==> src/rtl/serialRouterPkg.sv <==
package serialRouterPkg;

  // width of the bit index carried in the strobe bundle (payload up to 16 bits)
  localparam int IDX_W = 4;

  // what the output register loads on the next edge
  typedef enum logic [1:0] {
    SRC_ZERO = 2'd0,
    SRC_ONE  = 2'd1,
    SRC_DATA = 2'd2,
    SRC_PAR  = 2'd3
  } txSrcE;

  // control -> datapath strobes
  typedef struct packed {
    logic             capEn;
    logic [IDX_W-1:0] capIdx;
    logic             txEn;
    txSrcE            txSrc;
    logic [IDX_W-1:0] txIdx;
  } ctlStrbS;

endpackage

==> src/rtl/serialRouterCtrl.sv <==
module serialRouterCtrl
  import serialRouterPkg::*;
#(
  parameter int PAY_BITS = 3
) (
  input  logic    clk,
  input  logic    rstN,
  input  logic    lineIn,
  output ctlStrbS strb
);

  localparam logic [IDX_W-1:0] LAST_RX = IDX_W'(PAY_BITS - 1);
  localparam logic [IDX_W-1:0] LAST_TX = IDX_W'(PAY_BITS - 2);

  typedef enum logic [2:0] {
    ST_IDLE  = 3'd0,
    ST_RECV  = 3'd1,
    ST_CHECK = 3'd2,
    ST_SEND  = 3'd3,
    ST_PAR   = 3'd4,
    ST_STOP  = 3'd5,
    ST_DROP  = 3'd6
  } stateE;

  stateE            state, nextState;
  logic [IDX_W-1:0] bitCnt, nextCnt;

  always_ff @(posedge clk or negedge rstN) begin
    if (!rstN) begin
      state  <= ST_IDLE;
      bitCnt <= '0;
    end else begin
      state  <= nextState;
      bitCnt <= nextCnt;
    end
  end

  always_comb begin
    nextState = state;
    nextCnt   = bitCnt;
    strb      = '0;
    unique case (state)
      ST_IDLE: begin
        nextCnt = '0;
        if (lineIn) nextState = ST_RECV;
      end
      ST_RECV: begin
        strb.capEn  = 1'b1;
        strb.capIdx = bitCnt;
        if (bitCnt == LAST_RX) begin
          nextState = ST_CHECK;
          nextCnt   = '0;
        end else begin
          nextCnt = bitCnt + IDX_W'(1);
        end
      end
      ST_CHECK: begin
        nextCnt = '0;
        if (!lineIn) begin
          strb.txEn  = 1'b1;
          strb.txSrc = SRC_ONE;
          nextState  = ST_SEND;
        end else begin
          nextState = ST_DROP;
        end
      end
      ST_SEND: begin
        strb.txEn  = 1'b1;
        strb.txSrc = SRC_DATA;
        strb.txIdx = bitCnt;
        if (bitCnt == LAST_TX) begin
          nextState = ST_PAR;
          nextCnt   = '0;
        end else begin
          nextCnt = bitCnt + IDX_W'(1);
        end
      end
      ST_PAR: begin
        strb.txEn  = 1'b1;
        strb.txSrc = SRC_PAR;
        nextState  = ST_STOP;
      end
      ST_STOP: begin
        strb.txEn  = 1'b1;
        strb.txSrc = SRC_ZERO;
        nextState  = ST_IDLE;
      end
      ST_DROP: begin
        if (!lineIn) nextState = ST_IDLE;
      end
      default: nextState = ST_IDLE;
    endcase
  end

  // a dropped packet never resumes capture without passing through idle
  p_drop_no_capture_r9: assert property (@(posedge clk) disable iff (!rstN)
    (state == ST_DROP) |=> !strb.capEn);

  // a bad closing bit launches nothing on the following cycle
  p_bad_stop_silent_r8: assert property (@(posedge clk) disable iff (!rstN)
    (state == ST_CHECK && lineIn) |=> !strb.txEn);

endmodule

==> src/rtl/serialRouterData.sv <==
module serialRouterData
  import serialRouterPkg::*;
#(
  parameter int PAY_BITS = 3
) (
  input  logic    clk,
  input  logic    rstN,
  input  logic    lineIn,
  input  ctlStrbS strb,
  output logic    outA,
  output logic    outB
);

  localparam int DATA_BITS = PAY_BITS - 1;

  logic [PAY_BITS-1:0] payQ;
  logic                parBit;
  logic                routeB;
  logic                dataBit;
  logic                srcBit;

  // one enabled storage flip-flop per payload bit
  for (genvar g = 0; g < PAY_BITS; g++) begin : g_cap
    always_ff @(posedge clk or negedge rstN) begin
      if (!rstN)
        payQ[g] <= 1'b0;
      else if (strb.capEn && (strb.capIdx == IDX_W'(g)))
        payQ[g] <= lineIn;
    end
  end

  assign parBit = ^payQ[DATA_BITS-1:0];
  assign routeB = payQ[PAY_BITS-1];

  always_comb begin
    dataBit = 1'b0;
    for (int i = 0; i < DATA_BITS; i++)
      if (strb.txIdx == IDX_W'(i)) dataBit = payQ[i];
  end

  always_comb begin
    unique case (strb.txSrc)
      SRC_ONE:  srcBit = 1'b1;
      SRC_DATA: srcBit = dataBit;
      SRC_PAR:  srcBit = parBit;
      default:  srcBit = 1'b0;
    endcase
  end

  always_ff @(posedge clk or negedge rstN) begin
    if (!rstN) begin
      outA <= 1'b0;
      outB <= 1'b0;
    end else begin
      outA <= strb.txEn & ~routeB & srcBit;
      outB <= strb.txEn &  routeB & srcBit;
    end
  end

  // the two lines are never active together
  p_one_line_r5: assert property (@(posedge clk) disable iff (!rstN)
    !(outA && outB));

  // launching the opening bit makes exactly one line high next cycle
  p_start_bit_r4: assert property (@(posedge clk) disable iff (!rstN)
    (strb.txEn && strb.txSrc == SRC_ONE) |=> (outA || outB));

  // the parity slot carries the XOR of the resent bits
  p_parity_r7: assert property (@(posedge clk) disable iff (!rstN)
    (strb.txEn && strb.txSrc == SRC_PAR) |=> ((outA | outB) == $past(parBit)));

  // with nothing being sent both lines rest low
  p_quiet_r8: assert property (@(posedge clk) disable iff (!rstN)
    !strb.txEn |=> (!outA && !outB));

  // stored payload does not move while a packet goes out
  p_hold_payload_r10: assert property (@(posedge clk) disable iff (!rstN)
    strb.txEn |=> $stable(payQ));

endmodule

==> src/rtl/serialRouter.sv <==
module serialRouter
  import serialRouterPkg::*;
#(
  parameter int PAY_BITS = 3
) (
  input  logic clk,
  input  logic rstN,
  input  logic lineIn,
  output logic outA,
  output logic outB
);

  ctlStrbS strb;

  serialRouterCtrl #(.PAY_BITS(PAY_BITS)) ctrl_i (
    .clk    (clk),
    .rstN   (rstN),
    .lineIn (lineIn),
    .strb   (strb)
  );

  serialRouterData #(.PAY_BITS(PAY_BITS)) data_i (
    .clk    (clk),
    .rstN   (rstN),
    .lineIn (lineIn),
    .strb   (strb),
    .outA   (outA),
    .outB   (outB)
  );

endmodule

==> config.mk <==
export PLATFORM = sky130hd
export DESIGN_NAME = serialRouter
export DESIGN_NICKNAME = d
export VERILOG_FILES = /design/src/rtl/serialRouterPkg.sv /design/src/rtl/serialRouterCtrl.sv /design/src/rtl/serialRouterData.sv /design/src/rtl/serialRouter.sv
export SDC_FILE = /design/constraint.sdc
export NUM_CORES = 1
export LEC_CHECK = 0
export BUFFER_PORTS_ARGS = -buffer_cell sky130_fd_sc_hd__buf_2
export CORE_MARGIN = 2
export CORE_UTILIZATION = 25
export CTS_CLUSTER_DIAMETER = 150
export DETAILED_ROUTE_END_ITERATION = 16
export PLACE_DENSITY = 0.42
export SYNTH_ARGS = -nofsm -noshare
export SYNTH_HDL_FRONTEND = slang
export SYNTH_HIERARCHICAL = 1
export SYNTH_SLANG_ARGS = --single-unit
==> constraint.sdc <==
create_clock -name clk -period 1.8 [get_ports clk]
set_clock_uncertainty 0.15 [all_clocks]
set_input_delay 0.36 -clock clk [delete_from_list [all_inputs] [get_ports clk]]
set_output_delay 0.36 -clock clk [all_outputs]
set_load 0.1 [all_outputs]
==> flow_metrics.env <==
export IMPL_cts_tree="yes"
export IMPL_synth_top_area_frac=0.368
export IMPL_dp_hpwl_mm=1.49
export IMPL_ir_drop_uv=527
export IMPL_syn_to_final_growth_pct=26.5
export IMPL_wl_per_cell_um=13.3
export IMPL_yosysWarningCount=6
export IMPL_synth_edf_count=0
export IMPL_clock_sinks=12
export IMPL_setup_violations=0
export IMPL_synthArstFlopShare=1.00
export IMPL_tightest_slew_ps=485
export IMPL_grt_pass1_wl_mm=3.44
export IMPL_critPathRequiredTime_ps=1800
export IMPL_final_area_um2=1030
export IMPL_path_class="flop to flop"
export IMPL_dieArea_um2=3740
export IMPL_ys_ff_latch=12
export IMPL_placed_cell_area_um2=986
export IMPL_die_h_um=61.2
export IMPL_max_cap_violations=0
export IMPL_finalNonFillerCells=148
export IMPL_grt_ovfl_total=0
export IMPL_crit_path_start_kind="flop"
export IMPL_hold_viol_final=0
export IMPL_num_antenna_cells=0
export IMPL_period_needed_ps=1740
export IMPL_leakage_nw=0.466
export IMPL_rows=20
export IMPL_drt_pre_antenna_iters=4
export IMPL_power_density_nw_per_um2=1570
export IMPL_antenna_found_initial=0
export IMPL_synth_nets=91
export IMPL_clock_latency_ps=270
export IMPL_slew_violations=0
export IMPL_fin_crit_sh=0.968
export IMPL_crit_fanout=4
export IMPL_die_width_um=61.2
export IMPL_num_vias=710
export IMPL_synthTopCellsByArea="dfrtp_1, nor2_1, nand2b_1"
export IMPL_initial_core_util=0.265
export IMPL_coreArea_um2=3080
export IMPL_clockRootBuffer="clkbuf_4"
export IMPL_routed_via_density=4.80
export IMPL_hold_path_class="input pin to flop"
export IMPL_synth_commonest_cells="dfrtp_1, nor2_1, nand2b_1"
export IMPL_seq_area_frac_synth=0.368
export IMPL_grt_max_degree=13
export IMPL_syn_area_um2=817
export IMPL_ios=5
export IMPL_drc=0
export IMPL_yosys_area_top_type="dfrtp_1"
export IMPL_cp_arrival_ps=1740
export IMPL_synth_most_common_cell="dfrtp_1"
export IMPL_drtIter0Drc=30
export IMPL_grt_pass1_vias=741
export IMPL_synthFlopType="dfrtp_1"
export IMPL_wirelength_mm=1.96
export IMPL_layout_drive_gt1_share=0.346
export IMPL_io_buffers=4
export IMPL_status="completed"
export IMPL_final_nets=109
export IMPL_place_congestion=0.814
export IMPL_relSlewSlack=0.679
export IMPL_dp_cells=144
export IMPL_cts_buffer_depth=2
export IMPL_clk_pin_slew_ps=70
export IMPL_grtUsageTotal=0.129
export IMPL_max_freq_mhz=574
export IMPL_avgSynthCellArea_um2=9.28
export IMPL_numCtsBuffers=3
export IMPL_final_antenna_net_count=0
export IMPL_post_cts_setup_buffers=0
export IMPL_synth_cells=88
export IMPL_worstSetupEndpointType="flop"
export IMPL_synth_cell_type_count=42
export IMPL_cts_htree_levels=1
[critical path, stage by stage, from the launching register on]
cell     delay [ps]
dfrtp_1         420
or4b_4          570
and3_4          170
or3_1           310
[stage by stage]
| step | power [mW] | utilization | hold slack, ps | worst slack [ps] | TNS (ps) |
|---|---|---|---|---|---|
| 4_1_cts | 1.61 | 0.333 | 244 | 23.7 | 0 |
| 2_1_floorplan | 1.14 | - | -85.6 | 10.3 | 0 |
| 5_1_grt | 1.77 | 0.336 | 258 | -0.137 | -0.137 |
| 6_report | 1.62 | 0.336 | 251 | 57.2 | 0 |
| 3_5_place_dp | 1.43 | 0.320 | 118 | -5.07 | -5.07 |
| 3_3_place_gp | 1.42 | 0.320 | 115 | 6.12 | 0 |
[placed cells by master, fill, tap and decap left out, types with 2 or more instances in the layout]
cell and n:
nand4b_1 2, buf_4 15, a21oi_1 2, mux2_2 2, and3_4 3, nand2_1 3, o21ai_0 4, dfrtp_1 12
a22o_1 2, nand2b_1 5, buf_2 4, nor2_1 9, and2_1 3, xor2_1 3, and3_1 2, inv_1 3
mux2_1 2, clkbuf_4 3
[power by group]
part / total [mW] / internal (mW) / switching [mW] / leakage, nW
logic: 0.987 / 0.491 / 0.496 / 0.299
clock network: 0.163 / 0.0773 / 0.0861 / 0.0138
registers: 0.473 / 0.370 / 0.103 / 0.153
total: 1.62 / 0.938 / 0.685 / 0.466
[flip-flops by register name (all words and copies together), names as in the netlist]
name and count:
data_i/outB 1, data_i/outA 1, ctrl_i/bitCnt 4, data_i/payQ 2, data_i/routeB 1, ctrl_i/state 3
[final cells by class]
class	instances	area [um2]
inverter	3	11.3
fill	335	2040
timing repair buffer	20	143
sequential	12	300
clock buffer	3	22.5
tap	44	55.1
multi-input combinational	66	502
[metal layers]
layer | vias up | part of all wire | wire length, um | global-route usage
met1 | 354 | 0.47 | 928 | 0.165
met4 | 0 | 0.021 | 42 | 0.0776
met3 | 4 | 0.019 | 37 | 0.0189
li1 | 345 | - | - | -
met2 | 7 | 0.49 | 956 | 0.205
met5 | - | 0 | 0 | 0
[cell families (layout without fill, tap and decap cells)]
logic type	count (synthesis)	in the layout	share of synthesized area
multiplexers	5	5	0.0674
XOR/XNOR	3	3	0.0322
AND/OR/NAND/NOR	43	43	0.349
AO/OA/AOI/OAI	15	15	0.127
buffers and inverters	10	26	0.0566
flip-flops	12	12	0.368
[path summary, 6_finish.rpt]
path,start,end,slack [ps],cells past startpoint
max in group asynchronous,rstN,data_i/payQ[1]$_DFFE_PN0P_,920,2
worst min register to register,data_i/routeB$_DFFE_PN0P_,data_i/outB$_DFF_PN0_,370,2
min in group asynchronous,rstN,ctrl_i/bitCnt[2]$_DFFE_PN0P_,350,2
worst max register to register,ctrl_i/bitCnt[3]$_DFFE_PN0P_,ctrl_i/state[0]$_DFFE_PN0P_,60,3
worst min-delay path,lineIn,data_i/payQ[0]$_DFFE_PN0P_,250,2
worst max-delay path,ctrl_i/bitCnt[3]$_DFFE_PN0P_,ctrl_i/state[0]$_DFFE_PN0P_,60,3
[what timing repair did]
| item | in CTS | in global routing |
|---|---|---|
| endpoints found under the setup margin | 1 | 4 |
| gates cloned | 0 | 0 |
| hold endpoints to repair | 12 | 0 |
| gates resized for setup | 1 | 2 |
| hold buffers | 1 | 0 |
| pin swaps | 2 | 2 |
No activity file was read; power rests on OpenSTA's default activity.
